[src/rtl/sclk_prescale_pkg.sv]
package sclk_prescale_pkg;
  localparam int unsigned SEL_W   = 2;
  localparam int unsigned PRE_R0  = 2;
  localparam int unsigned PRE_R1  = 4;
  localparam int unsigned PRE_R2  = 7;
  localparam int unsigned PRE_R3  = 10;
  localparam int unsigned PRE_MAX = PRE_R3;
  localparam int unsigned PRE_CW  = $clog2(PRE_MAX);
  localparam int unsigned POST_MAX = 8;
  localparam int unsigned POST_CW  = $clog2(POST_MAX);
  localparam int unsigned POST_RW  = POST_CW + 1;

  typedef enum logic [SEL_W-1:0] {
    POST_DIV2  = 2'b00,
    POST_DIV4  = 2'b01,
    POST_DIV8  = 2'b10,
    POST_DIV8B = 2'b11
  } post_code_e;

  function automatic logic [PRE_CW-1:0] pre_ratio(input logic [SEL_W-1:0] sel);
    case (sel)
      2'd0:    pre_ratio = PRE_CW'(PRE_R0);
      2'd1:    pre_ratio = PRE_CW'(PRE_R1);
      2'd2:    pre_ratio = PRE_CW'(PRE_R2);
      default: pre_ratio = PRE_CW'(PRE_R3);
    endcase
  endfunction

  function automatic logic [POST_RW-1:0] post_ratio(input post_code_e code);
    case (code)
      POST_DIV2: post_ratio = POST_RW'(2);
      POST_DIV4: post_ratio = POST_RW'(4);
      default:   post_ratio = POST_RW'(POST_MAX);
    endcase
  endfunction
endpackage

[src/rtl/sclk_pre_div.sv]
module sclk_pre_div #(
  parameter int unsigned CW = 4
) (
  input  logic          clk_i,
  input  logic          rst_ni,
  input  logic          clear_i,
  input  logic [CW-1:0] ratio_i,
  output logic          tick_o
);
  logic [CW-1:0] cnt_q;
  logic          wrap;

  assign wrap   = (cnt_q >= ratio_i - CW'(1));
  assign tick_o = !clear_i && wrap;

  always_ff @(posedge clk_i or negedge rst_ni) begin
    if (!rst_ni)      cnt_q <= '0;
    else if (clear_i) cnt_q <= '0;
    else if (wrap)    cnt_q <= '0;
    else              cnt_q <= cnt_q + CW'(1);
  end


  pre_cnt_bound_chk: assert property (@(posedge clk_i) disable iff (!rst_ni)
    cnt_q < ratio_i);

  pre_tick_pulse_chk: assert property (@(posedge clk_i) disable iff (!rst_ni)
    tick_o |=> !tick_o);
endmodule

[src/rtl/sclk_post_div.sv]
module sclk_post_div #(
  parameter int unsigned CW = 3,
  localparam int unsigned RW = CW + 1
) (
  input  logic          clk_i,
  input  logic          rst_ni,
  input  logic          clear_i,
  input  logic          tick_i,
  input  logic [RW-1:0] ratio_i,
  output logic          phase_o,
  output logic          lead_o,
  output logic          trail_o
);
  logic [CW-1:0] cnt_q;
  logic [RW-1:0] half;
  logic          lead_d, trail_d, ph_q, lead_q, trail_q;

  assign half    = ratio_i >> 1;
  assign lead_d  = tick_i && ({1'b0, cnt_q} == half - RW'(1));
  assign trail_d = tick_i && ({1'b0, cnt_q} == ratio_i - RW'(1));

  always_ff @(posedge clk_i or negedge rst_ni) begin
    if (!rst_ni) begin
      cnt_q   <= '0;
      ph_q    <= 1'b0;
      lead_q  <= 1'b0;
      trail_q <= 1'b0;
    end else if (clear_i) begin
      cnt_q   <= '0;
      ph_q    <= 1'b0;
      lead_q  <= 1'b0;
      trail_q <= 1'b0;
    end else begin
      lead_q  <= lead_d;
      trail_q <= trail_d;
      if (trail_d)     cnt_q <= '0;
      else if (tick_i) cnt_q <= cnt_q + CW'(1);
      if (lead_d)       ph_q <= 1'b1;
      else if (trail_d) ph_q <= 1'b0;
    end
  end

  assign phase_o = ph_q;
  assign lead_o  = lead_q;
  assign trail_o = trail_q;


  post_cnt_bound_chk: assert property (@(posedge clk_i) disable iff (!rst_ni)
    {1'b0, cnt_q} < ratio_i);

  lead_on_rise_chk: assert property (@(posedge clk_i) disable iff (!rst_ni)
    lead_q |-> ph_q && !$past(ph_q));

  trail_on_fall_chk: assert property (@(posedge clk_i) disable iff (!rst_ni)
    trail_q |-> !ph_q && $past(ph_q));

  lead_pulse_chk: assert property (@(posedge clk_i) disable iff (!rst_ni)
    lead_q |=> !lead_q);
endmodule

[src/rtl/sclk_edge_map.sv]
module sclk_edge_map (
  input  logic lead_i,
  input  logic trail_i,
  input  logic edge_sel_i,
  output logic shift_o,
  output logic sample_o
);
  always_comb begin
    if (edge_sel_i) begin
      shift_o  = lead_i;
      sample_o = trail_i;
    end else begin
      shift_o  = trail_i;
      sample_o = lead_i;
    end
  end
endmodule

[src/rtl/sclk_prescaler.sv]
module sclk_prescaler
  import sclk_prescale_pkg::*;
(
  input  logic             clk_i,
  input  logic             rst_ni,
  input  logic             clk_en_i,
  input  logic [SEL_W-1:0] pre_sel_i,
  input  logic [SEL_W-1:0] post_sel_i,
  input  logic             invert_i,
  input  logic             edge_sel_i,
  input  logic             start_i,
  output logic             sclk_o,
  output logic             shift_stb_o,
  output logic             sample_stb_o
);
  logic               clear, tick, phase, lead, trail;
  logic [PRE_CW-1:0]  pre_r;
  logic [POST_RW-1:0] post_r;

  assign clear  = !clk_en_i || start_i;
  assign pre_r  = pre_ratio(pre_sel_i);
  assign post_r = post_ratio(post_code_e'(post_sel_i));

  sclk_pre_div #(.CW(PRE_CW)) u_pre (
    .clk_i   (clk_i),
    .rst_ni  (rst_ni),
    .clear_i (clear),
    .ratio_i (pre_r),
    .tick_o  (tick)
  );

  sclk_post_div #(.CW(POST_CW)) u_post (
    .clk_i   (clk_i),
    .rst_ni  (rst_ni),
    .clear_i (clear),
    .tick_i  (tick),
    .ratio_i (post_r),
    .phase_o (phase),
    .lead_o  (lead),
    .trail_o (trail)
  );

  sclk_edge_map u_map (
    .lead_i     (lead),
    .trail_i    (trail),
    .edge_sel_i (edge_sel_i),
    .shift_o    (shift_stb_o),
    .sample_o   (sample_stb_o)
  );

  assign sclk_o = phase ^ invert_i;


  strobe_excl_chk: assert property (@(posedge clk_i) disable iff (!rst_ni)
    !(shift_stb_o && sample_stb_o));

  disable_idle_chk: assert property (@(posedge clk_i) disable iff (!rst_ni)
    !clk_en_i |=> (sclk_o == invert_i) && !shift_stb_o && !sample_stb_o);

  start_idle_chk: assert property (@(posedge clk_i) disable iff (!rst_ni)
    start_i |=> (sclk_o == invert_i) && !shift_stb_o && !sample_stb_o);

  shift_pulse_chk: assert property (@(posedge clk_i) disable iff (!rst_ni)
    shift_stb_o |=> !shift_stb_o);
endmodule

[config.mk]
export PLATFORM = sky130hd
export DESIGN_NAME = sclk_prescaler
export DESIGN_NICKNAME = d
export VERILOG_FILES = /design/src/rtl/sclk_prescale_pkg.sv /design/src/rtl/sclk_pre_div.sv /design/src/rtl/sclk_post_div.sv /design/src/rtl/sclk_edge_map.sv /design/src/rtl/sclk_prescaler.sv
export SDC_FILE = /design/constraint.sdc
export NUM_CORES = 1
export LEC_CHECK = 0
export CAP_MARGIN = 30
export CORE_MARGIN = 10
export CORE_UTILIZATION = 43
export CTS_BUF_LIST = sky130_fd_sc_hd__clkbuf_16
export DETAILED_ROUTE_END_ITERATION = 12
export GPL_ROUTABILITY_DRIVEN = 0
export PLACE_DENSITY = 0.68
export SYNTH_ARGS = -nofsm -noshare
export SYNTH_HDL_FRONTEND = slang
export SYNTH_SLANG_ARGS = --single-unit
[constraint.sdc]
create_clock -name clk_i -period 1.7 [get_ports clk_i]
set_input_delay 0.255 -clock clk_i [delete_from_list [all_inputs] [get_ports clk_i]]
set_output_delay 0.255 -clock clk_i [all_outputs]
set_load 0.005 [all_outputs]
* After elaboration in Yosys (flattened, before gate mapping)
Cells that the tools add are included.
** Storage, ports and cells
- Register bits after elaboration :: 10
- Input port bits :: 10
- Logic and storage cells :: 41
** Cells by class
- Add/subtract/negate cells :: 5
- $lt $le $gt $ge :: 1
- Eq/ne operators :: 5
- Muxes and demuxes :: 14
- Bitwise logic cells :: 1
- Reductions and logical operators :: 10
** Operators with widths (number)
- $pmux 4 s3 :: 1
- $mux 3 :: 3
- $eq 3x4->1 :: 2
- $mux 4 :: 2
- $pmux 4 s2 :: 1
- $sub 4x1->4 const B :: 2
- $mux 1 :: 7
- $reduce_bool 3->1 :: 2
- $add 4x1->4 const B :: 1
- $eq 2x1->1 const B :: 2
- $ge 4x4->1 :: 1
- $logic_not 2->1 :: 2
- $sub 3x1->4 const B :: 1
- $add 3x1->3 const B :: 1
- $logic_and 1x1->1 :: 3
- $eq 2x2->1 const B :: 1
- $logic_not 1->1 :: 2
- $logic_or 1x1->1 :: 1
- $xor 1x1->1 :: 1

* Longest topological paths before layout
- Depth after elaboration :: 9
- Gate-level depth with buffers :: 10
- Gate-level depth less buffers :: 9

* Cells and area by module
From an unflattened synthesis, not the netlist that was laid out.
** Unflattened totals
- Cell total of the unflattened synthesis :: 81
- Area total of the unflattened synthesis :: 809.5 um^2
** Modules (own cells, without submodules)
- sclk_post_div :: times used 1, cells an instance 38, area an instance 401.6 um^2, sequential area each 150.1 um^2
- sclk_pre_div :: times used 1, cells an instance 28, area an instance 300.3 um^2, sequential area each 100.1 um^2
- sclk_prescaler :: times used 1, cells an instance 13, area an instance 85.1 um^2, sequential area each 0.0 um^2
- sclk_edge_map :: times used 1, cells an instance 2, area an instance 22.5 um^2, sequential area each 0.0 um^2

* Least setup slack after synthesis
Ideal clock, no wire load.
- Kind :: input port to flip-flop
- Start :: input pre_sel_i[0]
- End :: register u_post.cnt_q[2]
- Library setup time :: 78 ps
- Arrival time :: 1572 ps
- Slack :: 50 ps
- Stages :: 8
- Cells stage by stage :: inv_1 > ha_1 > ha_1 > o21ai_0 > a211o_1 > buf_6 > nand4bb_1 > a21oi_1
** Between the ends
- Longest elaborated chain between the ends :: 8
- Elaborated cells on any way between the ends :: 11
** Ends and longest elaborated chain
- from (decl) :: line sclk_prescaler.sv:7 : input logic [SEL_W-1:0] pre_sel_i,
- $eq 2x2->1 (tied with other cells) :: line sclk_prescale_pkg.sv:21 : case (sel)
- $pmux 4 s3 (*) :: line sclk_prescale_pkg.sv:21
- $sub 4x1->4 (*) :: line sclk_pre_div.sv:13 : assign wrap = (cnt_q >= ratio_i - CW'(1));
- $ge 4x4->1 (*) :: line sclk_pre_div.sv:13
- $logic_and 1x1->1 (*) :: line sclk_pre_div.sv:14 : assign tick_o = !clear_i && wrap;
- $logic_and 1x1->1 :: line sclk_post_div.sv:20 : assign trail_d = tick_i && ({1'b0, cnt_q} == ratio_i - RW'(1));
- $mux 3 :: line sclk_post_div.sv:36 : if (trail_d) cnt_q <= '0;
- $mux 3 :: line sclk_post_div.sv:28 : end else if (clear_i) begin
- to (signal assigned) :: line sclk_post_div.sv:37 : else if (tick_i) cnt_q <= cnt_q + CW'(1);
- to (decl) :: line sclk_post_div.sv:14 : logic [CW-1:0] cnt_q;
Mark *: on every way between the ends. The rest lies on a longest branch, timed or not.
A chain may end at the register's enable or synchronous reset.

* Worst setup path after layout
- Start :: input invert_i
- End :: output sclk_o
** Between the ends
- Longest elaborated chain between the ends :: 1
** Ends and longest elaborated chain
- from (decl) :: line sclk_prescaler.sv:9 : input logic invert_i,
- $xor 1x1->1 :: line sclk_prescaler.sv:51 : assign sclk_o = phase ^ invert_i;
- to (decl) :: line sclk_prescaler.sv:12 : output logic sclk_o,
Every way passes these cells.

==> run_results.csv <==
group,metric,value,unit
outcome,status,"finished, final reports clean",
drt,routed_wl,1.46,mm
floorplan,die_x,60.5,um
global_routing,grt_pass1_vias,526,
global_routing,gr-total-overflow,0,
clock_network,clock_path_buffers,2,
clock_network,insertion_delay,0.24,ns
global_routing,antenna_found_initial,0,
layout,antenna_cells,0,
yosys,syn_area,704,um2
drt,route.detailed.drc,0,
layout,postLayoutCellArea,1040,um2
yosys,syn_nets,89,
layout,post-route-util,68.5,%
layout,drive_gt1_share,34.0,%
timing,grt_setup_unrepaired,"false",
floorplan,initial_utilization,46.2,%
yosys,yosysTopAreaCellShare,35.5,%
min_path,hold_class,"input port to asynchronous set/reset pin",
critical_path,crit_start,"invert_i",
place,portBuffers,12,
timing,finalWorstSetupSlack,0.0559,ns
critical_path,crit_fanout,1,
yosys,synth_area_leaders,"dfrtp_1 36%, ha_1 18%, xor2_1 8.7%, inv_1 3.2%, mux2_2 3.2%",
floorplan,rows,14,
timing,final-hold-violation-count,0,
yosys,synth_warnings,0,
clock_network,clkSinkCount,10,
drt,drt-vias-per-instance,5.05,
timing,clock_skew,0.00609,ns
timing,final-setup-viol-count,0,
place,dpl.hpwl,1.06,mm
timing,tns,0,ns
drt,drt-wirelength-per-cell,13.3,um
yosys,synthFlopType,"dfrtp_1",
critical_path,required,1.44,ns
place,pre_cts_ws,-0.580,ns
yosys,postSynthAreaPerCell,10.2,um2
critical_path,worst_r2r_path_depth,5,
drt,vias,556,
timing,worstMarginPinSlew,0.447,ns
clock_network,numCtsBuffers,3,
drt,drt_iter0_markers,10,
pwr,p_leak,0.000512,uW
pwr,seqPwrFrac,30.8,%
timing,max_freq,0.608,GHz
yosys,ys_top_cells_by_count,"10 x dfrtp_1, 10 x ha_1, 7 x xor2_1",
critical_path,critPathKind,"input port to output pin",
timing,fin_crit,1.64,ns
global_routing,grt_pass1_wl,2.30,mm
critical_path,r2r-start,"u_pre.cnt_q[2]$_DFF_PN0_",
timing,maxSlewViolCount,0,
timing,finalCritPeriodShare,96.7,%
timing,slew_headroom,70.1,%
drt,drt-pass1-iter-count,3,
pwr,switching_share,22.0,%
layout,nets,116,
pwr,power_frac_comb,17.7,%
floorplan,core-area,1520,um2
clock_network,cts_tree,"done",
critical_path,critPathArrivalTime,1.39,ns
yosys,ys_ff_latch,10,
pwr,power.density,771,nW/um2
clock_network,postCtsHoldBufs,0,
drt,final_antenna_net_count,0,
yosys,netlist_instances,69,
yosys,yosys.area.top_type,"dfrtp_1",
yosys,async_flop_share,100,%
floorplan,io_pins,13,
critical_path,cp-start-kind,"input port",
floorplan,dieArea,3660,um2
pwr,power.switching,177,uW
yosys,seq_area_frac_synth,35.5,%
critical_path,end_kind,"output pin",
layout,area_growth,48.1,%
floorplan,die_h,60.5,um
global_routing,grt_use_total,8.82,%
pwr,clock_power_share,51.5,%
yosys,synth_edf_count,0,
place,post_dp_cell_area,871,um2
global_routing,grt_max_degree,11,
yosys,synth.distinct_cells,25,
clock_network,clockRootBuffer,"clkbuf_16",
clock_network,cts.clk_slew.worst_paths,0.04,ns
clock_network,cts_max_level,1,
pwr,vdd_drop_max,710,uV
job,maxCapViolations,0,
pwr,p_int,628,uW
==> routing by layer <==
layer	part of all wire, %	global-route usage (%)	up-vias
met3	8.3	6.05	4
met5	0	0	-
met2	43	11.3	14
li1	-	-	285
met1	47	9.95	253
met4	2.1	6.58	0
==> registers in the layout, indices dropped and copies added, names as in the netlist <==
| name | flops |
|---|---|
| u_pre.cnt_q | 4 |
| u_post.cnt_q | 3 |
| u_post.lead_o | 1 |
| u_post.phase_o | 1 |
| u_post.trail_o | 1 |
==> area by class of cell <==
type,count,area [um2]
sequential,10,250
inverter,6,22.5
clock buffer,3,75.1
fill,122,480
tap,16,20.0
multi-input combinational,52,469
timing repair buffer,23,206
==> layout by cell type (no fill, tap or decap), types with 3 or more instances in the layout <==
master,count
clkbuf_16,3
dfrtp_1,10
xor2_1,7
nor3_1,4
ha_1,7
buf_4,10
clkdlybuf4s50_1,6
inv_1,4
nor2_1,5
==> power groups by stage <==
stage	sequential (uW)	clock (uW)	combinational [uW]
2_1_floorplan	251	0	67.4
3_3_place_gp	251	0	113
3_5_place_dp	251	0	117
4_1_cts	248	427	141
5_1_grt	248	439	158
6_report	248	414	143
==> final timing paths <==
kind                                                     to  slack [ns]
min in group clk_i                 u_pre.cnt_q[0]$_DFF_PN0_        0.54
worst max register to register   u_post.phase_o$_DFFE_PN0P_        0.12
worst min register to register     u_pre.cnt_q[0]$_DFF_PN0_        0.54
max in group asynchronous       u_post.cnt_q[0]$_DFFE_PN0P_        1.06
worst max-delay path                                 sclk_o        0.06
worst min-delay path               u_pre.cnt_q[3]$_DFF_PN0_        0.33
==> stage by stage <==
stage          power, uW  instances  hold WS, ns
2_1_floorplan        319         69      -0.0406
3_3_place_gp         364        101        0.524
3_5_place_dp         368        101        0.533
4_1_cts              816        109        0.346
5_1_grt              845        110        0.356
6_report             805        110        0.331
==> worst max-delay path, stage by stage <==
cell,delay [ns]
clkdlybuf4s50_1,0.47
xor2_1,0.14
clkdlybuf4s50_1,0.52
==> cells by family after synthesis <==
logic type      count (synthesis)  share of synthesized area (%)
xor+xnor                        9                           12.3
mux                             2                           3.20
buf+inv                         7                           4.80
flops                          10                           35.5
simple gates                   23                           18.1
compound gates                  8                           8.35
fa+ha+maj                      10                           17.8
==> timing repair <==
action / 4_1_cts / 5_1_grt
pin swaps: 9 / 5
gates resized for setup: 21 / 4
endpoints found under the setup margin: 12 / 5
setup buffers: 5 / 1
Power figures use the tool's default switching activity.
